==> config.mk <==
export PLATFORM = sky130hd
export DESIGN_NAME = gated_pair_counter
export DESIGN_NICKNAME = d
export VERILOG_FILES = /design/src/rtl/gpc_pkg.sv /design/src/rtl/gpc_sync.sv /design/src/rtl/gpc_rst_sync.sv /design/src/rtl/gpc_edge_qual.sv /design/src/rtl/gpc_count.sv /design/src/rtl/gated_pair_counter.sv
export SDC_FILE = /design/constraint.sdc
export NUM_CORES = 1
export LEC_CHECK = 0
export ABC_AREA = 1
export CORE_MARGIN = 4
export CORE_UTILIZATION = 35
export DETAILED_ROUTE_END_ITERATION = 10
export DONT_BUFFER_PORTS = 1
export SLEW_MARGIN = 20
export SYNTH_ARGS = -nofsm -noshare
export SYNTH_HDL_FRONTEND = slang
export SYNTH_SLANG_ARGS = --single-unit
==> constraint.sdc <==
create_clock -name clk_i -period 0.8 [get_ports clk_i]
set_input_delay 0.16 -clock clk_i [delete_from_list [all_inputs] [get_ports clk_i]]
set_output_delay 0.16 -clock clk_i [all_outputs]
set_load 0.02 [all_outputs]
==> src/rtl/gpc_pkg.sv <==
package gpc_pkg;

   // Qualified count events found in one system-clock cycle.
   typedef struct packed {
      logic rise_hit;   // rising edge on the rise line, partner high
      logic fall_hit;   // falling edge on the fall line, partner low
   } gpc_hits_t;

   function automatic logic gpc_any_hit(input gpc_hits_t h);
      return h.rise_hit | h.fall_hit;
   endfunction

endpackage

==> src/rtl/gpc_sync.sv <==
// Multi-flop level synchroniser for one asynchronous line (no reset: it
// keeps tracking the input during clear so no false edge appears on release).
module gpc_sync #(
   parameter int STAGES = 2
) (
   input  logic clk_i,
   input  logic d_i,
   output logic q_o
);

   if (STAGES < 1) begin : g_bad_stages
      $error("gpc_sync: STAGES must be at least 1");
   end

   if (STAGES == 1) begin : g_single
      logic s_q;
      always_ff @(posedge clk_i) begin
         s_q <= d_i;
      end
      assign q_o = s_q;
   end else begin : g_chain
      logic [STAGES-1:0] chain_q;
      always_ff @(posedge clk_i) begin
         chain_q <= {chain_q[STAGES-2:0], d_i};
      end
      assign q_o = chain_q[STAGES-1];
   end

endmodule

==> src/rtl/gpc_rst_sync.sv <==
// Clear conditioner: asserts asynchronously, releases after STAGES edges.
module gpc_rst_sync #(
   parameter int STAGES = 2
) (
   input  logic clk_i,
   input  logic arst_i,
   output logic rst_o
);

   if (STAGES < 1) begin : g_bad_stages
      $error("gpc_rst_sync: STAGES must be at least 1");
   end

   if (STAGES == 1) begin : g_single
      logic r_q;
      always_ff @(posedge clk_i or posedge arst_i) begin
         if (arst_i) r_q <= 1'b1;
         else        r_q <= 1'b0;
      end
      assign rst_o = r_q;
   end else begin : g_chain
      logic [STAGES-1:0] r_q;
      always_ff @(posedge clk_i or posedge arst_i) begin
         if (arst_i) r_q <= '1;
         else        r_q <= {r_q[STAGES-2:0], 1'b0};
      end
      assign rst_o = r_q[STAGES-1];
   end

endmodule

==> src/rtl/gpc_edge_qual.sv <==
// Edge detection on the synchronised lines plus cross-qualification.
module gpc_edge_qual
   import gpc_pkg::*;
(
   input  logic      clk_i,
   input  logic      rst_i,
   input  logic      rise_lvl_i,
   input  logic      fall_lvl_i,
   output gpc_hits_t hits_o
);

   logic rise_prev_q;
   logic fall_prev_q;

   // Previous samples track the lines continuously, also during clear.
   always_ff @(posedge clk_i) begin
      rise_prev_q <= rise_lvl_i;
      fall_prev_q <= fall_lvl_i;
   end

   logic rise_edge;
   logic fall_edge;

   assign rise_edge = rise_lvl_i & ~rise_prev_q;
   assign fall_edge = ~fall_lvl_i & fall_prev_q;

   // Partner level is the current synchronised sample of the same cycle.
   always_comb begin
      hits_o          = '0;
      hits_o.rise_hit = rise_edge & fall_lvl_i;
      hits_o.fall_hit = fall_edge & ~rise_lvl_i;
   end

   AST_ONE_EVENT: assert property (@(posedge clk_i) disable iff (rst_i)
      $countones(hits_o) <= 1);

endmodule

==> src/rtl/gpc_count.sv <==
// Binary count register, wrap flag and post-release recovery window.
module gpc_count
   import gpc_pkg::*;
#(
   parameter int CNT_W           = 4,
   parameter int RECOVERY_CYCLES = 1
) (
   input  logic             clk_i,
   input  logic             rst_i,
   input  gpc_hits_t        hits_i,
   output logic [CNT_W-1:0] cnt_o,
   output logic             wrap_o
);

   localparam int HOLD_W = (RECOVERY_CYCLES < 1) ? 1 : $clog2(RECOVERY_CYCLES + 1);

   if (CNT_W < 1) begin : g_bad_width
      $error("gpc_count: CNT_W must be at least 1");
   end
   if (RECOVERY_CYCLES < 0) begin : g_bad_recovery
      $error("gpc_count: RECOVERY_CYCLES must not be negative");
   end

   logic hold_act;

   if (RECOVERY_CYCLES == 0) begin : g_no_hold
      assign hold_act = 1'b0;
   end else begin : g_hold
      logic [HOLD_W-1:0] hold_q;
      always_ff @(posedge clk_i or posedge rst_i) begin
         if (rst_i)                hold_q <= HOLD_W'(RECOVERY_CYCLES);
         else if (hold_q != '0)    hold_q <= hold_q - HOLD_W'(1);
      end
      assign hold_act = (hold_q != '0);
   end

   logic             inc;
   logic [CNT_W-1:0] cnt_q;
   logic             wrap_q;

   assign inc = gpc_any_hit(hits_i) & ~hold_act;

   always_ff @(posedge clk_i or posedge rst_i) begin
      if (rst_i) begin
         cnt_q  <= '0;
         wrap_q <= 1'b0;
      end else begin
         wrap_q <= inc & (&cnt_q);
         if (inc) cnt_q <= cnt_q + CNT_W'(1);
      end
   end

   assign cnt_o  = cnt_q;
   assign wrap_o = wrap_q;

   AST_RESET_CLEAR: assert property (@(negedge clk_i)
      rst_i |-> (cnt_q == '0 && !wrap_q));

   AST_STEP_OR_HOLD: assert property (@(posedge clk_i) disable iff (rst_i)
      !rst_i |=> (cnt_q == $past(cnt_q) || cnt_q == $past(cnt_q) + CNT_W'(1)));

   AST_IDLE_HOLDS: assert property (@(posedge clk_i) disable iff (rst_i)
      !gpc_any_hit(hits_i) |=> $stable(cnt_q));

   AST_RECOVERY_BLOCK: assert property (@(posedge clk_i) disable iff (rst_i)
      hold_act |=> $stable(cnt_q));

   AST_WRAP_AT_ZERO: assert property (@(posedge clk_i) disable iff (rst_i)
      wrap_q |-> (cnt_q == '0));

   AST_WRAP_SINGLE: assert property (@(posedge clk_i) disable iff (rst_i)
      wrap_q |=> !wrap_q);

endmodule

==> src/rtl/gated_pair_counter.sv <==
module gated_pair_counter
   import gpc_pkg::*;
#(
   parameter int CNT_W           = 4,
   parameter int SYNC_STAGES     = 2,
   parameter int RST_STAGES      = 2,
   parameter int RECOVERY_CYCLES = 1
) (
   input  logic             clk_i,
   input  logic             clear_i,
   input  logic             rise_i,
   input  logic             fall_i,
   output logic [CNT_W-1:0] count_o,
   output logic             wrap_o
);

   if (SYNC_STAGES < 2) begin : g_sync_warn
      $error("gated_pair_counter: SYNC_STAGES below 2 gives no metastability margin");
   end

   logic      rst_int;
   logic      rise_lvl;
   logic      fall_lvl;
   gpc_hits_t hits;

   gpc_rst_sync #(.STAGES(RST_STAGES)) u_rst (
      .clk_i  (clk_i),
      .arst_i (clear_i),
      .rst_o  (rst_int)
   );

   gpc_sync #(.STAGES(SYNC_STAGES)) u_sync_rise (
      .clk_i (clk_i),
      .d_i   (rise_i),
      .q_o   (rise_lvl)
   );

   gpc_sync #(.STAGES(SYNC_STAGES)) u_sync_fall (
      .clk_i (clk_i),
      .d_i   (fall_i),
      .q_o   (fall_lvl)
   );

   gpc_edge_qual u_qual (
      .clk_i      (clk_i),
      .rst_i      (rst_int),
      .rise_lvl_i (rise_lvl),
      .fall_lvl_i (fall_lvl),
      .hits_o     (hits)
   );

   gpc_count #(
      .CNT_W           (CNT_W),
      .RECOVERY_CYCLES (RECOVERY_CYCLES)
   ) u_count (
      .clk_i  (clk_i),
      .rst_i  (rst_int),
      .hits_i (hits),
      .cnt_o  (count_o),
      .wrap_o (wrap_o)
   );

   AST_CLEAR_PORT: assert property (@(negedge clk_i)
      clear_i |-> (count_o == '0 && !wrap_o));

endmodule

==> qor.txt <==
cell area after placement: 572 um2
routability-driven placement congestion ratio: 0.684
deepest clock path buffer count: 2
worst reg-to-reg path cell count: 5
post-synth cell types: 14
Critical Path Max Stage Delay: 0.42 ns
Port Buf Inserts: 0
maximum level of the CTS H-tree: 1
detailed-route via count: 354
post-synthesis area per instance: 10.7 um2
clk sink count: 14
post-synthesis register bit count: 14
Data required, critical path: 0.64 ns
max_cap viols: 0
crit-path cells: buf_6 > buf_6
tightest hold margin: 0.147 ns
initial antenna violation count: 0
worst reg2reg setup slack: -0.27 ns
arithmetic-cell share of the synthesized area counting full adders, half adders and majority gates: 0.0259
vias in the first global route: 346
height of the die: 45.1 um
global-route wire length before repair: 1400 um
combinational family with the most area after synthesis: simple AND/OR/NAND/NOR gates
area of the core: 1300 um2
setup repair after global routing missed its margin: yes
worst-skew pair later-pin latency: 0.28 ns
summed area of non-filler cells in the final layout: 713 um2
diode insertion count for antenna repair: 0
Die Outline Area: 2040 um2
clock tree from TritonCTS: done
detailed-placement wirelength estimate: 591 um
Synth warnings: 0
total instance count after detailed placement: 67
Final Worst Setup Slack: -0.288 ns
Post-Syn Instances: 45
average vias per placed instance: 4.43
post-route ant nets: 0
Worst VDD drop: 1660 uV
detailed router's first-iteration violation count: 3
Mapped Area: 483 um2
fin. max-slew vios: 0
final setup violation count: 10
clock-pin slew reported for the worst setup and hold paths after clock tree synthesis: 0.09 ns
worst-path maximum fanout: 2
time the final worst path needs with I/O delays and setup: 1.09 ns
library cell occupying the most area in the post-synthesis netlist: dfrtp_1
part of the cycle the worst path needs: 1.36
cell type with the highest occurrence count on the critical path: buf_6
root buffer cell: clkbuf_4
fraction of synthesized cell area taken by the top area cell type: 0.259
maximum number of pins on one net before global-route repair: 9
number of design rule violations left after detail routing: 0
utilization after layout: 0.548
net total in the final layout: 71
Syn-to-layout area delta: 47.7%
signal arrival time at the worst endpoint: 0.93 ns
Final Skew: 0.0115 ns
beginning of the worst register-to-register path: u_count.cnt_o[1]
Reg-to-Reg End: u_count.cnt_o[2]
top achievable clock speed: 919 MHz
power density of the placed cells: 3280 nW/um2
I/O pin cnt: 9
count of standard-cell rows: 13
nature of the critical path endpoint: output pin
total global routing track utilization: 0.104
Static Leak: 0.350 nW
crit path max-delay cell type: dfrtp_2
wire length after detailed routing: 869 um
run status: complete, but fails checks
Chip Width: 45.1 um
violations in the final reports: setup timing
number of clock buffers inserted by TritonCTS: 3
sequential area share after synthesis: 0.671
share of synthesized area spent on multiplexers: 0
xor-xnor portion of the synthesized cell area: 0.0181
launching element type of the critical path: flop
Synth area leaders: dfrtp_1, dfxtp_1, dfstp_2
routed wirelength normalized by instance count: 10.9 um
Simple-Gate Fraction of Synth Area: 0.238
initial cell density of the core: 0.371
gr ovfl total: 0
share of the synthesized area in compound gates (AO/OA/AOI/OAI): 0
Initial DRT Pass Iterations: 4
final hold violation count: 0
post-route insts no fill: 80
Hold WC Path Type: reg -> async
Worst setup startpoint: u_count.cnt_o[1]
setup TNS: -1.84 ns
fraction of layout cells with a size suffix above 1: 0.462
critical path start-end classification: reg -> out
through the flow:
stage / setup slack [ns] / power (mW)
2_1_floorplan: -0.195 / 1.29
3_3_place_gp: -0.134 / 1.52
3_5_place_dp: -0.158 / 1.54
4_1_cts: -0.297 / 2.31
5_1_grt: -0.326 / 2.47
6_report: -0.288 / 2.34
registers in the layout, indices dropped and copies added, names as in the netlist:
name,count
u_count.cnt_o,4
u_rst.g_chain.r_q,2
u_qual.rise_prev_q,1
u_count.wrap_o,1
u_qual.fall_prev_q,1
u_sync_fall.g_chain.chain_q,2
u_count.g_hold.hold_q,1
u_sync_rise.g_chain.chain_q,2
how the worst max path moves through the flow:
stage | slack [ns] | endpoint | depth (start not counted)
2_1_floorplan | -0.20 | u_count.cnt_o[2] | 4
3_3_place_gp | -0.13 | u_count.cnt_o[2] | 4
3_5_place_dp | -0.16 | u_count.cnt_o[2] | 4
4_1_cts | -0.30 | count_o[1] | 2
5_1_grt | -0.33 | count_o[1] | 2
6_report | -0.29 | count_o[1] | 2
area by class of cell:
type                            instances  area (um2)
Timing Repair Buffer                   15         146
Inverter                                5        18.8
Fill cell                             124         588
Sequential cell                        14         332
Tap cell                               15        18.8
Clock buffer                            4        36.3
Multi-Input combinational cell         27         161
layer usage:
layer,routed length (um),vias up,GRT usage
met1,357,167,0.0941
li1,-,177,-
met2,447,8,0.181
met4,11,0,0.0526
met5,0,-,0
met3,53,2,0.0598
Yosys cell counts:
| cell type | n |
|---|---|
| nand2_1 | 11 |
| dfxtp_1 | 6 |
| nand3_1 | 6 |
| dfrtp_1 | 5 |
| inv_1 | 4 |
| dfstp_2 | 3 |
| nand2_4 | 2 |
| nor2_1 | 2 |
| conb_1 | 1 |
| ha_1 | 1 |
| inv_2 | 1 |
| nand3b_1 | 1 |
| nand4_1 | 1 |
| xor2_1 | 1 |
timing repair:
| item | 4_1_cts | 5_1_grt |
|---|---|---|
| endpoints found under the setup margin | 10 | 10 |
| endpoints found under the hold margin | 4 | 0 |
| hold buffers | 3 | 0 |
| resized for setup | 10 | 0 |
| buffers inserted | 5 | 1 |
| pin swaps | 1 | 0 |
worst max-delay path: cells and delay by family, from the launching register on:
family / cells / cell delay [ns]
buffers and inverters: 2 / 0.24
flip-flops: 1 / 0.42
cell usage in the layout (no fill, tap or decap), drive strengths merged, types with 2 or more instances in the layout:
cell type    netlist  routed
nand2             13      13
dfrtp              5       5
buf                0      12
dfstp              3       3
nand3              6       6
dfxtp              6       6
clkbuf             0       4
nor2               2       2
conb               1       2
inv                5       5
dlygate4sd3        0       3
power breakdown:
part	switching [mW]	internal, mW
Clock	0.222	0.277
Combinational	0.427	0.516
Sequential	0.0702	0.828
Total	0.719	1.62
cells by family after synthesis:
group,count (synthesis)
AND/OR/NAND/NOR,23
flip-flops,14
buffers and inverters,5
XOR/XNOR,1
adder cells (fa/ha/maj),1
other,1
Note: power is estimated with default switching activity, not from simulation.
